===== src/rtl/memsize_pkg.sv =====
package memsize_pkg;

  // One state per probe phase, plus start and the terminal states.
  typedef enum logic [3:0] {
    ST_START = 4'd0,
    ST_WR_MK = 4'd1,
    ST_WT_MK = 4'd2,
    ST_RD_MK = 4'd3,
    ST_CK_MK = 4'd4,
    ST_WR_ZR = 4'd5,
    ST_WT_ZR = 4'd6,
    ST_RD_ZR = 4'd7,
    ST_CK_ZR = 4'd8,
    ST_DONE  = 4'd9,
    ST_IDLE  = 4'd10,
    ST_HALT  = 4'd11
  } probe_st_e;

endpackage


===== src/rtl/memsize_addr.sv =====
module memsize_addr #(
  parameter int                ADDR_W    = 16,
  parameter logic [ADDR_W-1:0] TOP_LIMIT = 16'hDFFF,
  parameter int                MIN_BYTES = 1024
) (
  input  logic              clk,
  input  logic              rst_n,
  input  logic              step,
  output logic [ADDR_W-1:0] addr,
  output logic              at_limit,
  output logic              enough
);

  localparam logic [ADDR_W:0] MIN_W = (ADDR_W+1)'(MIN_BYTES);

  logic [ADDR_W-1:0] addr_q;
  logic [ADDR_W-1:0] addr_d;

  always_comb begin
    addr_d = addr_q;
    if (step) addr_d = addr_q + 1'b1;
  end

  always_ff @(posedge clk or negedge rst_n) begin
    if (!rst_n) addr_q <= '0;
    else if (step) addr_q <= addr_d;
  end

  // The address of the first failure equals the count of passing bytes.
  assign addr     = addr_q;
  assign at_limit = (addr_q == TOP_LIMIT);
  assign enough   = ({1'b0, addr_q} >= MIN_W);

endmodule


===== src/rtl/memsize_ctrl.sv =====
module memsize_ctrl
  import memsize_pkg::*;
#(
  parameter int                ADDR_W    = 16,
  parameter logic [ADDR_W-1:0] TOP_LIMIT = 16'hDFFF,
  parameter int                MIN_BYTES = 1024
) (
  input  logic      clk,
  input  logic      rst_n,
  input  logic      mismatch,
  input  logic      at_limit,
  input  logic      enough,
  output probe_st_e st,
  output logic      step,
  output logic      fin_fail,
  output logic      fin_full,
  output logic      halt_set
);

  localparam logic [ADDR_W:0] SPAN    = {1'b0, TOP_LIMIT} + 1'b1;
  localparam bit              FULL_OK = (SPAN >= (ADDR_W+1)'(MIN_BYTES));

  probe_st_e st_q;
  probe_st_e st_d;

  always_comb begin
    st_d     = st_q;
    step     = 1'b0;
    fin_fail = 1'b0;
    fin_full = 1'b0;
    halt_set = 1'b0;
    case (st_q)
      ST_START: st_d = ST_WR_MK;
      ST_WR_MK: st_d = ST_WT_MK;
      ST_WT_MK: st_d = ST_RD_MK;
      ST_RD_MK: st_d = ST_CK_MK;
      ST_CK_MK: begin
        if (mismatch) begin
          fin_fail = 1'b1;
          halt_set = !enough;
          st_d     = enough ? ST_DONE : ST_HALT;
        end else begin
          st_d = ST_WR_ZR;
        end
      end
      ST_WR_ZR: st_d = ST_WT_ZR;
      ST_WT_ZR: st_d = ST_RD_ZR;
      ST_RD_ZR: st_d = ST_CK_ZR;
      ST_CK_ZR: begin
        if (mismatch) begin
          fin_fail = 1'b1;
          halt_set = !enough;
          st_d     = enough ? ST_DONE : ST_HALT;
        end else if (at_limit) begin
          fin_full = 1'b1;
          halt_set = !FULL_OK;
          st_d     = FULL_OK ? ST_DONE : ST_HALT;
        end else begin
          step = 1'b1;
          st_d = ST_WR_MK;
        end
      end
      ST_DONE: st_d = ST_IDLE;
      ST_IDLE: st_d = ST_IDLE;
      ST_HALT: st_d = ST_HALT;
      default: st_d = ST_HALT;
    endcase
  end

  always_ff @(posedge clk or negedge rst_n) begin
    if (!rst_n) st_q <= ST_START;
    else        st_q <= st_d;
  end

  assign st = st_q;

endmodule


===== src/rtl/memsize_data.sv =====
module memsize_data
  import memsize_pkg::*;
#(
  parameter int                DATA_W = 8,
  parameter logic [DATA_W-1:0] MARKER = 8'h5A
) (
  input  probe_st_e         st,
  input  logic [DATA_W-1:0] rdata,
  output logic [DATA_W-1:0] wdata,
  output logic              we,
  output logic              re,
  output logic              mismatch
);

  logic              in_check;
  logic [DATA_W-1:0] expect_v;

  always_comb begin
    we       = (st == ST_WR_MK) || (st == ST_WR_ZR);
    re       = (st == ST_RD_MK) || (st == ST_RD_ZR);
    wdata    = (st == ST_WR_MK) ? MARKER : '0;
    in_check = (st == ST_CK_MK) || (st == ST_CK_ZR);
    expect_v = (st == ST_CK_MK) ? MARKER : '0;
    mismatch = in_check && (rdata != expect_v);
  end

endmodule


===== src/rtl/memsize_result.sv =====
module memsize_result #(
  parameter int ADDR_W = 16
) (
  input  logic              clk,
  input  logic              rst_n,
  input  logic              fin_fail,
  input  logic              fin_full,
  input  logic              halt_set,
  input  logic [ADDR_W-1:0] addr,
  output logic [ADDR_W-1:0] top,
  output logic              insuff
);

  logic              load;
  logic [ADDR_W-1:0] top_d;
  logic [ADDR_W-1:0] top_q;
  logic              insuff_q;

  always_comb begin
    load  = fin_fail || fin_full;
    top_d = fin_full ? addr : (addr - 1'b1);
  end

  always_ff @(posedge clk or negedge rst_n) begin
    if (!rst_n)    top_q <= '0;
    else if (load) top_q <= top_d;
  end

  always_ff @(posedge clk or negedge rst_n) begin
    if (!rst_n)        insuff_q <= 1'b0;
    else if (halt_set) insuff_q <= 1'b1;
  end

  assign top    = top_q;
  assign insuff = insuff_q;

endmodule


===== src/rtl/memsize_probe.sv =====
module memsize_probe
  import memsize_pkg::*;
#(
  parameter int                ADDR_W    = 16,
  parameter int                DATA_W    = 8,
  parameter logic [DATA_W-1:0] MARKER    = 8'h5A,
  parameter logic [ADDR_W-1:0] TOP_LIMIT = 16'hDFFF,
  parameter int                MIN_BYTES = 1024
) (
  input  logic              clk,
  input  logic              rst_n,
  output logic [ADDR_W-1:0] mem_addr,
  output logic [DATA_W-1:0] mem_wdata,
  output logic              mem_we,
  output logic              mem_re,
  input  logic [DATA_W-1:0] mem_rdata,
  output logic [ADDR_W-1:0] mem_top,
  output logic              done,
  output logic              insuff
);

  probe_st_e         st;
  logic              step;
  logic              at_limit;
  logic              enough;
  logic              mismatch;
  logic              fin_fail;
  logic              fin_full;
  logic              halt_set;
  logic [ADDR_W-1:0] addr;

  memsize_addr #(
    .ADDR_W   (ADDR_W),
    .TOP_LIMIT(TOP_LIMIT),
    .MIN_BYTES(MIN_BYTES)
  ) u_addr (
    .clk     (clk),
    .rst_n   (rst_n),
    .step    (step),
    .addr    (addr),
    .at_limit(at_limit),
    .enough  (enough)
  );

  memsize_ctrl #(
    .ADDR_W   (ADDR_W),
    .TOP_LIMIT(TOP_LIMIT),
    .MIN_BYTES(MIN_BYTES)
  ) u_ctrl (
    .clk     (clk),
    .rst_n   (rst_n),
    .mismatch(mismatch),
    .at_limit(at_limit),
    .enough  (enough),
    .st      (st),
    .step    (step),
    .fin_fail(fin_fail),
    .fin_full(fin_full),
    .halt_set(halt_set)
  );

  memsize_data #(
    .DATA_W(DATA_W),
    .MARKER(MARKER)
  ) u_data (
    .st      (st),
    .rdata   (mem_rdata),
    .wdata   (mem_wdata),
    .we      (mem_we),
    .re      (mem_re),
    .mismatch(mismatch)
  );

  memsize_result #(
    .ADDR_W(ADDR_W)
  ) u_result (
    .clk     (clk),
    .rst_n   (rst_n),
    .fin_fail(fin_fail),
    .fin_full(fin_full),
    .halt_set(halt_set),
    .addr    (addr),
    .top     (mem_top),
    .insuff  (insuff)
  );

  assign mem_addr = addr;
  assign done     = (st == ST_DONE);

endmodule


===== config.mk =====
export PLATFORM = sky130hd
export DESIGN_NAME = memsize_probe
export DESIGN_NICKNAME = d
export VERILOG_FILES = /design/src/rtl/memsize_pkg.sv /design/src/rtl/memsize_addr.sv /design/src/rtl/memsize_ctrl.sv /design/src/rtl/memsize_data.sv /design/src/rtl/memsize_result.sv /design/src/rtl/memsize_probe.sv
export SDC_FILE = /design/constraint.sdc
export NUM_CORES = 1
export LEC_CHECK = 0
export ABC_CLOCK_PERIOD_IN_PS = 2400
export BUFFER_PORTS_ARGS = -buffer_cell sky130_fd_sc_hd__buf_2
export CORE_MARGIN = 1
export CORE_UTILIZATION = 35
export DETAILED_ROUTE_END_ITERATION = 8
export PLACE_DENSITY_LB_ADDON = 0.2
export SYNTH_ARGS = -nofsm -noshare
export SYNTH_HDL_FRONTEND = slang
export SYNTH_HIERARCHICAL = 1
export SYNTH_SLANG_ARGS = --single-unit

===== constraint.sdc =====
create_clock -name clk -period 2.4 [get_ports clk]
set_input_delay 0.6 -clock clk [delete_from_list [all_inputs] [get_ports clk]]
set_output_delay 0.6 -clock clk [all_outputs]
set_load 0.005 [all_outputs]

Word level (Yosys, flattened, before mapping) --
Index checks and enable logic that the tools add are counted. Widths: inputs -> output; s select.
Operators by class: mux-type cells 18, eq/ne operators 12, $lt $le $gt $ge 1, $add $sub $neg 2, reduce and logical (&&, ||, !) cells 9
Operators by type and width (count):
- $pmux 4 s10 | 1
- $add 16x1->16 const B | 1
- $eq 16x16->1 const B | 1
- $eq 4x3->1 const B | 4
- $ge 16x11->1 const B | 1
- $mux 16 | 1
- $sub 16x1->16 const B | 1
- $mux 7 | 2
- $eq 4x4->1 const B | 3
- $mux 4 | 3
- $mux 1 | 10
- $eq 4x2->1 const B | 2
- $ne 8x8->1 | 1
- $eq 4x1->1 const B | 1
- $logic_not 4->1 | 1
- $logic_or 1x1->1 | 4
- $reduce_or 2->1 | 2
- $mux 2 | 1
- $logic_and 1x1->1 | 1
- $logic_not 1->1 | 1
Word-level totals: flip-flop bits (word level) 37, word-level logic and storage cells 46, bits of input ports 10

Longest topological paths before layout --
Gate-level depths: netlist of run 1.
word-level depth 7, depth in mapped cells 10, depth with buffers taken out 9

Cells and area by module --
Netlist of run 1, hierarchy kept.
By module, submodules not included:
- memsize_result | cells each 101, sequential area each 425.4 um2, area an instance 977.2 um2, instances 1
- memsize_addr | cells each 71, sequential area each 400.4 um2, area an instance 779.5 um2, instances 1
- memsize_ctrl | cells each 32, sequential area each 100.1 um2, area an instance 284.0 um2, instances 1
- memsize_data | cells each 19, sequential area each 0.0 um2, area an instance 135.1 um2, instances 1
- memsize_probe | cells each 1, sequential area each 0.0 um2, area an instance 12.5 um2, instances 1

Least setup slack after synthesis of run 1 --
Ideal clock, no wire load.
path kind input-to-reg, start point input port mem_rdata[0], end point register u_result.top_q[12], in the netlist u_result/top[12], arrival time 2.617 ns, path slack -0.354 ns, library setup time 0.138 ns, stages on the path 10, cells stage by stage or4_4 -> o21ai_0 -> nand2_1 -> nor4_1 -> and2_1 -> clkbuf_1 -> nor2_1 -> clkbuf_1 -> nand2_1 -> o21ai_0
On the way: word-level cells in the longest chain between the ends 5, elaborated cells on any way between the ends 8, those cells by class 1 x eq/ne; 5 x mux; 2 x reduce/logical
Ends and longest elaborated chain:
- start: declaration | line memsize_probe.sv:16 | input logic [DATA_W-1:0] mem_rdata,
- $ne 8x8->1 (*) | line memsize_data.sv:24 | mismatch = in_check && (rdata != expect_v);
- $logic_and 1x1->1 (*) | line memsize_data.sv:24
- named net mismatch | line memsize_probe.sv:26 | logic mismatch;
- $mux 1 (*) | line memsize_ctrl.sv:50 | if (mismatch) begin
- $mux 1 (*) | line memsize_ctrl.sv:32 | case (st_q)
- named net fin_full | line memsize_probe.sv:28 | logic fin_full;
- $mux 16 / $logic_or 1x1->1 (equally long branches) | line memsize_result.sv:21, memsize_result.sv:20
- end signal: assignment | line memsize_result.sv:26 | else if (load) top_q <= top_d;
- end: declaration | line memsize_result.sv:16 | logic [ADDR_W-1:0] top_q;
The timed path passes the listed nets; every way through them passes the cells marked *. A chain may end at the register's enable or synchronous reset.

Worst setup path after layout of run 1 --
start point input port mem_rdata[0], end point register u_addr.addr_q[10], in the netlist u_addr/addr[10]
On the way: word-level cells in the longest chain between the ends 4
Ends and longest elaborated chain:
- $ne 8x8->1 | line memsize_data.sv:24
- $logic_and 1x1->1 | line memsize_data.sv:24
- named net mismatch | line memsize_probe.sv:26
- $mux 1 | line memsize_ctrl.sv:50
- $mux 1 | line memsize_ctrl.sv:32
- named net step | line memsize_probe.sv:23 | logic step;
- end signal: assignment | line memsize_addr.sv:26 | else if (step) addr_q <= addr_d;
- end: declaration | line memsize_addr.sv:16 | logic [ADDR_W-1:0] addr_q;
The timed path passes the listed nets, and every way through them passes these cells.

==> results of run 1 <==
synthesized netlist by cell type, types with 2 or more instances:
master	number
a31oi_1	3
nor3_1	6
nor2_1	10
buf_4	7
nor3_2	2
nor4b_1	4
nand2_1	21
a221o_1	2
xor2_1	15
nand3_1	5
xnor2_1	12
nor4_1	11
or4_1	3
and3_1	3
o31a_1	2
o21ai_0	10
clkbuf_1	4
nand4_1	7
ha_1	3
nor2b_1	3
dfrtp_1	37
a21oi_1	4
inv_1	10
buf_2	4
o21ai_1	8
nand2b_1	2
or4_4	2
nor3b_1	3
nand4_4	2
registers in the layout, indices dropped and copies added (netlist names):
register / count
u_addr/addr: 16
u_ctrl/st: 4
u_result/insuff: 1
u_result/top: 16
cell families after synthesis:
family,synth area share
fa+ha+maj,0.0223
simple gates,0.290
mux,0.00457
buf+inv,0.0623
flops,0.423
xor+xnor,0.108
compound gates,0.0881
other cells,0.00171
worst register-to-register path, stage by stage (launching register included):
cell,delay [ns]
dfrtp_1,0.42
nor4b_4,0.33
o21ai_2,0.10
nand2_2,0.10
nor4_4,0.04
and2_4,0.17
or4_4,0.44
buf_4,0.19
nor4_4,0.21
xnor2_1,0.17
o21ai_2,0.06
power by group:
part	switching, mW	internal, mW
combinational	0.514	0.485
sequential	0.0702	0.711
clock	0.230	0.312
metal layers:
metal  vias up  part of all wire  track usage
met5         -                 0            0
met4         0             0.012       0.0375
met3         7             0.038       0.0393
met2        40              0.49        0.257
met1       901              0.46        0.221
li1        949                 -            -
cell type report:
cell class / instances / area (sq um) / share of cell area
Multi-Input combinational cell: 164 / 1270 / 0.424
Sequential cell: 37 / 927 / 0.310
Timing Repair Buffer: 87 / 554 / 0.185
Tap cell: 75 / 93.8 / 0.0313
Clock buffer: 6 / 72.6 / 0.0242
Clock inverter: 2 / 38.8 / 0.0129
Inverter: 10 / 37.5 / 0.0125
repair_timing:
action,4_1_cts,5_1_grt
endpoints found under the setup margin,1,27
pin swaps,0,13
gates resized for setup,1,21
hold buffers,0,0
setup buffers,0,3
how the worst max path moves through the flow:
| stage | to | start | slack, ns |
|---|---|---|---|
| after floorplan | u_result/top[13]$_DFFE_PN0P_ | mem_rdata[0] | -0.15 |
| after global placement | u_result/top[13]$_DFFE_PN0P_ | mem_rdata[1] | -0.25 |
| after detailed placement | u_result/top[13]$_DFFE_PN0P_ | mem_rdata[1] | -0.28 |
| after CTS | u_addr/addr[10]$_DFFE_PN0P_ | mem_rdata[1] | 0.01 |
| after global routing | u_addr/addr[10]$_DFFE_PN0P_ | mem_rdata[0] | -0.05 |
| final | u_addr/addr[10]$_DFFE_PN0P_ | mem_rdata[0] | 0.07 |
==> metrics, run 1 <==
status=finished, final reports clean; reg2reg end=u_result/top[9]$_DFFE_PN0P_; CP bufs+invs=2; Routed Antenna Nets=0; Startpoint Class=input port; post-synth top area share=0.423; die area=0.00657 sq mm; die height=81.1 microns; most common cell after layout, fill and taps aside=buf_2; H-tree levels=2; Crit. End Element=flip-flop; vias in the first global route=1651; Via Count=1897; Worst path depth=10; TritonCTS Buffers=5; worst skew pair latency=0.29 ns; die width=81.1 microns; Syn Inst Count=224; Post-synth top flop=dfrtp_1; RePlAce Congestion=0.788; Syn Area/Cell=9.77 sq um; post-synth cell types=48; Final Hold Fails=0; period utilisation layout=0.969; first-pass GRT wire length=8.05 mm; Crit-path slowest cell=or4_4; design area=0.00300 sq mm; FMAX=430 MHz; # fillers=596; GRT overflow=0; total track usage=0.162; Starting Density=0.365; initial antenna violation count=0; Initial DRC Count=29; RSZ-0062 raised after global routing=yes; worst-margin pin slew=0.811 ns; DR WL/cell=13.5 microns; most frequent CP cell=nor4_4; final setup vio count=0; Post-Place Setup Slack=-0.278 ns; Total Power=2.32 mW; final hold slack=0.394 ns; first drt pass iteration count=5; TritonCTS clock tree=done; R2R setup slack=0.08 ns; fraction of registers with async set/reset=1.00; Post-Syn Area=0.00219 sq mm; Clk pin slew, worst setup/hold paths=0.08 ns; area grow syn2layout=36.9%; kind of critical path=in2reg; WL final=5.15 mm; Max IR drop VDD=0.445 mV; fin nets=318; Slowest Stage Delay on Critical Path=0.54 ns; fin cells=381; number of buffers added on ports=49; Antenna Cells=0; Slew HR=0.459; # clock sinks=37; Setup WS post-layout=0.0743 ns; Worst Path Required=2.61 ns; DP HPWL=3.69 mm; critical path cell sequence=buf_6, or4_4, o21ai_2, nand2_2, nor4_4, nor2b_1, buf_4, nand3_2, nor4_4, xor2_1; Placed Instances=370; sequential share of the synthesized area=0.423; Synth area leader=dfrtp_1; R2R cell count=10; vias per cell=4.98; Ys Warns=6; fraction of layout instances using a drive strength above 1=0.422; delay-heaviest family, CP=simple AND/OR/NAND/NOR gates; Pleak=1.44 nW; CP arrival=2.54 ns; Layout Skew=0.00803 ns; num rows=28; reg2reg start=u_ctrl/st[3]$_DFF_PN0_; CP Max Fanout=6; dpl cell area=0.00275 sq mm; Core Area=0.00599 sq mm; largest net degree at the start of global routing=38; number of synthesized flops with an enable pin=0; clock root buffer=clkbuf_8; setup TNS=0 ns; Pwr Density=775 mW/mm^2; max_cap viols=0; Final Max Slew Viols=0; Tmin final=2.33 ns; most frequent cells in the layout=buf_2 (47), dfrtp_1 (36), buf_4 (35); count of state elements after synthesis=37; DRC=0; HP Class=in2async; synth top area cells=dfrtp_1 (42%), xor2_1 (6.0%), xnor2_1 (4.8%); Ports=54; clk buf depth=2; utilization after layout=0.500
Note: power is estimated with default switching activity, not from simulation.
==> run 2, diff against run 1 <==
--- a/config.mk
+++ b/config.mk
@@ -13,5 +13,4 @@
 export PLACE_DENSITY_LB_ADDON = 0.2
 export SYNTH_ARGS = -nofsm -noshare
 export SYNTH_HDL_FRONTEND = slang
-export SYNTH_HIERARCHICAL = 1
 export SYNTH_SLANG_ARGS = --single-unit
==> run 2 against run 1 <==
Against the previous run:
- critical path depth decreased by 3
- non-clock buffer count decreased by 15
- synthesized cell count decreased by 3.6%
- sequential power decreased by 20%
- register-to-register slack improved by 0.11 ns
- setup slack improved by 0.11 ns
- clock power decreased by 4%
- cell area decreased by 12%
- largest cell class unchanged
- highest routed layer unchanged
==> metrics, run 2 <==
status=finished, final reports clean; GRT overflow=0 (unchanged); number of buffers added on ports=49 (unchanged); Crit-path slowest cell=or4b_1; FMAX=452 MHz (+5.2%); final hold slack=0.412 ns (+0.0182 ns); initial antenna violation count=0 (unchanged); clock root buffer=clkbuf_8; # fillers=569 (-4.5%); critical path cell sequence=inv_1, ha_1, or4b_1, or3_1, nor3_2, xor2_1, mux2_1; WL final=4.63 mm (-10%); CP bufs+invs=1 (-1); CP Max Fanout=7 (+1); first-pass GRT wire length=7.76 mm (-3.5%); RSZ-0062 raised after global routing=no; period utilisation layout=0.921 (-0.0477); vias per cell=5.00 (+0.42%); post-synth top area share=0.438 (+0.0148); Slew HR=0.441 (-0.0184); Layout Skew=0.00741 ns (-0.000625 ns); Post-Syn Area=0.00211 sq mm (-3.4%); total track usage=0.158 (-0.00335); Worst Path Required=2.57 ns (-0.04 ns); Tmin final=2.21 ns (-0.115 ns); most frequent cells in the layout=buf_2 (49), dfrtp_1 (37), buf_4 (22); Final Hold Fails=0 (unchanged); area grow syn2layout=24.1%; Pwr Density=447 mW/mm^2 (-42%); vias in the first global route=1625 (-1.6%); Pleak=1.37 nW (-4.8%); H-tree levels=2 (unchanged); num rows=27 (-3.6%); post_cts resized=0 (-1); RePlAce Congestion=0.815 (+3.4%); top cells by count, synth=dfrtp_1 (37), nand2_1 (16), xnor2_1 (16), nor2_1 (15); Syn Area/Cell=9.79 sq um (+0.21%); Startpoint Class=flip-flop; largest net degree at the start of global routing=38 (unchanged); Crit. End Element=flip-flop; final setup vio count=0 (unchanged); delay-heaviest family, CP=simple AND/OR/NAND/NOR gates; count of state elements after synthesis=37 (unchanged); fraction of layout instances using a drive strength above 1=0.339 (-0.0822); Routed Antenna Nets=0 (unchanged); post-synth cell types=44 (-8.3%); Setup Fix Bufs, Post-CTS=0 (unchanged); TritonCTS Buffers=5 (unchanged); Final Max Slew Viols=0 (unchanged); max_cap viols=0 (unchanged); Core Area=0.00568 sq mm (-5.3%); die area=0.00636 sq mm (-3.3%); Post-synth top flop=dfrtp_1; worst-margin pin slew=0.839 ns (+0.0276 ns); clk buf depth=2 (unchanged); HP Class=in2async; DR WL/cell=13.4 microns (-0.84%); TritonCTS clock tree=done; Post-Place Setup Slack=-0.0624 ns (+0.215 ns); utilization after layout=0.462 (-0.0377); Ports=54 (unchanged); Setup WS post-layout=0.189 ns (+0.115 ns); fraction of registers with async set/reset=1.00 (unchanged); Syn Inst Count=216 (-3.6%); worst skew pair latency=0.29 ns (about the same); DP HPWL=3.43 mm (-7.1%); DRC=0 (unchanged); Antenna Cells=0 (unchanged); die height=79.7 microns (-1.7%); Synth area leader=dfrtp_1; # clock sinks=37 (unchanged); synth top area cells=dfrtp_1 (44%), xnor2_1 (6.6%), xor2_1 (4.1%); cts hold-fix bufs=0 (unchanged); Via Count=1730 (-8.8%); die width=79.7 microns (-1.7%); Starting Density=0.373 (+0.00729); most common cell after layout, fill and taps aside=buf_2; Max IR drop VDD=0.301 mV (-32%); top-count cell post-synth=dfrtp_1; fin nets=286 (-10%); Clk pin slew, worst setup/hold paths=0.07 ns (about the same); Ys Warns=0 (-6); CP arrival=2.38 ns (-0.16 ns); Slowest Stage Delay on Critical Path=0.49 ns (-0.05 ns); sequential share of the synthesized area=0.438 (+0.0148); kind of critical path=reg2reg; Initial DRC Count=59 (+100%); number of synthesized flops with an enable pin=0 (unchanged); first drt pass iteration count=4 (-1)
run 2: worst reg2reg max path, stage by stage (launching register included):
cell     delay [ns]
dfrtp_1        0.45
inv_1          0.11
ha_1           0.17
or4b_1         0.49
or3_1          0.38
nor3_2         0.14
xor2_1         0.08
mux2_1         0.28
run 2: final timing paths:
path	startpoint	cells past startpoint	slack [ns]	endpoint
setup / recovery	u_addr.addr[1]$_DFFE_PN0P_	7	0.19	u_result.top[10]$_DFFE_PN0P_
min in group clk	u_result.insuff$_DFFE_PN0P_	1	0.46	u_result.insuff$_DFFE_PN0P_
setup reg to reg	u_addr.addr[1]$_DFFE_PN0P_	7	0.19	u_result.top[10]$_DFFE_PN0P_
hold reg to reg	u_result.insuff$_DFFE_PN0P_	1	0.46	u_result.insuff$_DFFE_PN0P_
max in group asynchronous	rst_n	1	1.46	u_addr.addr[2]$_DFFE_PN0P_
hold / removal	rst_n	1	0.41	u_result.top[7]$_DFFE_PN0P_
run 2: logic make-up (layout without fill, tap and decap cells):
logic type / Yosys count / after routing / share of synthesized area
buf+inv: 30 / 85 / 0.0728
fa+ha+maj: 2 / 2 / 0.0118
mux: 15 / 15 / 0.0781
xor+xnor: 26 / 26 / 0.108
flops: 37 / 37 / 0.438
compound gates: 14 / 14 / 0.0450
simple gates: 91 / 91 / 0.245
other cells: 1 / 4 / 0.00177
run 2: final cells by class:
type	count	area [sq um]	share of cell area
Clock buffer	5	68.8	0.0262
Clock inverter	2	35.0	0.0134
Inverter	6	22.5	0.00858
Multi-Input combinational cell	152	1050	0.401
Sequential cell	37	926	0.353
Tap cell	72	90.1	0.0343
Timing Repair Buffer	72	430	0.164
run 2: metrics by stage:
| step | setup TNS, ns | instance area [sq um] | instances | power, mW |
|---|---|---|---|---|
| finish | 0 | 2620 | 346 | 1.17 |
| floorplan | 0 | 2130 | 219 | 0.646 |
| detailed placement | -0.219 | 2510 | 339 | 0.664 |
| global placement | -0.0563 | 2510 | 339 | 0.663 |
| global route | 0 | 2620 | 346 | 1.22 |
| CTS | 0 | 2620 | 346 | 1.20 |
run 2: routing by layer:
metal / routed length (microns) / vias to the layer above / GRT usage
li1: - / 848 / -
met1: 2290 / 825 / 0.217
met2: 2100 / 52 / 0.252
met3: 210 / 5 / 0.0309
met4: 33 / 0 / 0.0436
met5: 0 / - / 0
run 2: report_power, final:
part	switching, mW	internal, mW	leakage [nW]	total [mW]
logic	0.0185	0.00796	0.846	0.0264
registers	0.000646	0.623	0.475	0.624
clock network	0.221	0.302	0.0540	0.523
total	0.240	0.934	1.37	1.17
==> run 3, diff against run 2 <==
--- a/config.mk
+++ b/config.mk
@@ -8,7 +8,7 @@
 export ABC_CLOCK_PERIOD_IN_PS = 2400
 export BUFFER_PORTS_ARGS = -buffer_cell sky130_fd_sc_hd__buf_2
 export CORE_MARGIN = 1
-export CORE_UTILIZATION = 35
+export CORE_UTILIZATION = 30
 export DETAILED_ROUTE_END_ITERATION = 8
 export PLACE_DENSITY_LB_ADDON = 0.2
 export SYNTH_ARGS = -nofsm -noshare
==> run 3 against run 2 <==
Against the previous run:
- combinational power about the same
- wire length increased by 2.6%
- critical endpoint unchanged
- clock-buffer cell count increased by 2
- die area increased by 16%
- fmax decreased by 1.4%
- highest routed layer unchanged
- largest power group unchanged
- critical path depth unchanged
==> metrics, run 3 (synthesis gave the netlist of run 2 again) <==
status=finished, final reports clean; Setup Fix Bufs, Post-CTS=0 (unchanged); final hold slack=0.427 ns (+0.0147 ns); final setup vio count=0 (unchanged); P_sw=0.243 mW (+0.97%); vias in the first global route=1623 (-0.12%); max_cap viols=0 (unchanged); H-tree levels=2 (unchanged); Final Max Slew Viols=0 (unchanged); GRT overflow=0 (unchanged); fin nets=285 (-0.35%); DP HPWL=3.57 mm (+4.2%); die height=86.0 microns (+7.8%); Crit. End Element=flip-flop; num rows=30 (+11%); post_cts resized=0 (unchanged); Ports=54 (unchanged); CP arrival=2.42 ns (+0.04 ns); Comb power frac=0.023 (about the same); # fillers=714 (+25%); FMAX=446 MHz (-1.4%); clk buf depth=2 (unchanged); Max IR drop VDD=0.160 mV (-47%); R2R cell count=7 (unchanged); Reg area=926 sq um (unchanged); area grow syn2layout=24.8%; most common cell after layout, fill and taps aside=buf_2; die area=0.00739 sq mm (+16%); P_int=0.891 mW (-4.6%); RSZ-0062 raised after global routing=no; first-pass GRT wire length=7.78 mm (+0.27%); Clk pin slew, worst setup/hold paths=0.08 ns (about the same); TritonCTS Buffers=5 (unchanged); fin cells=370 (+6.9%); TritonCTS clock tree=done; Startpoint Class=flip-flop; Via Count=1743 (+0.75%); number of buffers added on ports=49 (unchanged); kind of critical path=reg2reg; Antenna Cells=0 (unchanged); CP Max Fanout=3 (-4); DRC=0 (unchanged); Routed Antenna Nets=0 (unchanged); clock root buffer=clkbuf_8; Multi-input gate area=0.00105 sq mm (-0.48%); RePlAce Congestion=0.782 (-4.1%); Pwr Density=430 mW/mm^2 (-4.0%); period utilisation layout=0.934 (+0.0129); WL final=4.75 mm (+2.6%); Reg power frac=0.550 (+0.018); Placed Instances=362 (+6.8%); die width=86.0 microns (+7.8%); HP Class=in2async; Switching Share=0.214 (+0.00933); Pleak=1.36 nW (-0.83%); vias per cell=4.71 (-5.8%); fraction of layout instances using a drive strength above 1=0.336 (-0.00365); Starting Density=0.311 (-0.0613); Clk pwr share=0.426 (-0.020); Layout Skew=0.00647 ns (-0.000931 ns); worst-margin pin slew=0.874 ns (+0.0347 ns); most frequent cells in the layout=buf_2 (49), dfrtp_1 (37), buf_4 (21); DR WL/cell=12.8 microns (-4.1%); Core Area=0.00679 sq mm (+20%); # clock sinks=37 (unchanged); Final Hold Fails=0 (unchanged); Worst Path Required=2.57 ns (about the same); first drt pass iteration count=4 (unchanged); initial antenna violation count=0 (unchanged); largest net degree at the start of global routing=38 (unchanged); total track usage=0.136 (-0.0221); worst skew pair latency=0.29 ns (about the same); Initial DRC Count=65 (+10%); Tmin final=2.24 ns (+0.0310 ns); cts hold-fix bufs=0 (unchanged); Slew HR=0.418 (-0.0231)
run 3: critical path, stage by stage, from the launching register on:
cell and delay (ns):
dfrtp_1 0.38, inv_1 0.11, ha_1 0.19, or4b_1 0.49, or3_1 0.37, nor3_1 0.21
xor2_1 0.09, mux2_1 0.28
run 3: final timing paths:
check,startpoint,end,slack [ns]
worst max-delay path,u_addr.addr[0]$_DFFE_PN0P_,u_result.top[10]$_DFFE_PN0P_,0.16
worst min-delay path,rst_n,u_result.top[6]$_DFFE_PN0P_,0.43
worst max register to register,u_addr.addr[0]$_DFFE_PN0P_,u_result.top[10]$_DFFE_PN0P_,0.16
worst min register to register,u_result.insuff$_DFFE_PN0P_,u_result.insuff$_DFFE_PN0P_,0.47
max in group asynchronous,rst_n,u_addr.addr[12]$_DFFE_PN0P_,1.43
min in group clk,u_result.insuff$_DFFE_PN0P_,u_result.insuff$_DFFE_PN0P_,0.47
run 3: power by group through the flow:
stage	combinational [mW]	clock, mW	sequential (mW)
floorplan	0.00998	0	0.636
global placement	0.0274	0	0.636
detailed placement	0.0280	0	0.636
CTS	0.0279	0.502	0.624
global route	0.0316	0.531	0.624
finish	0.0266	0.483	0.624
run 3: routing by layer:
metal,global-route usage,part of all wire
met5,0,0
met4,0.0500,0.010
met3,0.0337,0.044
met2,0.219,0.46
met1,0.177,0.48
run 3: layout make-up:
cell class,instances,area share
inverters,6,0.00853
clock buffers,7,0.0365
flip-flops and latches,37,0.351
multi-input cells,152,0.396
well taps,96,0.0455
clock inverters,1,0.00190
repair buffers,71,0.160
run 3: per-stage QoR:
step           setup slack [ns]   util  TNS [ns]  instance area, sq um  power, mW
2_1_floorplan           0.00530      -         0                  2130      0.646
3_3_place_gp            -0.0830  0.373    -0.273                  2540      0.664
3_5_place_dp             -0.116  0.373    -0.415                  2540      0.664
4_1_cts                   0.133  0.388         0                  2640       1.15
5_1_grt                  0.0168  0.388         0                  2640       1.19
6_report                  0.158  0.388         0                  2640       1.13
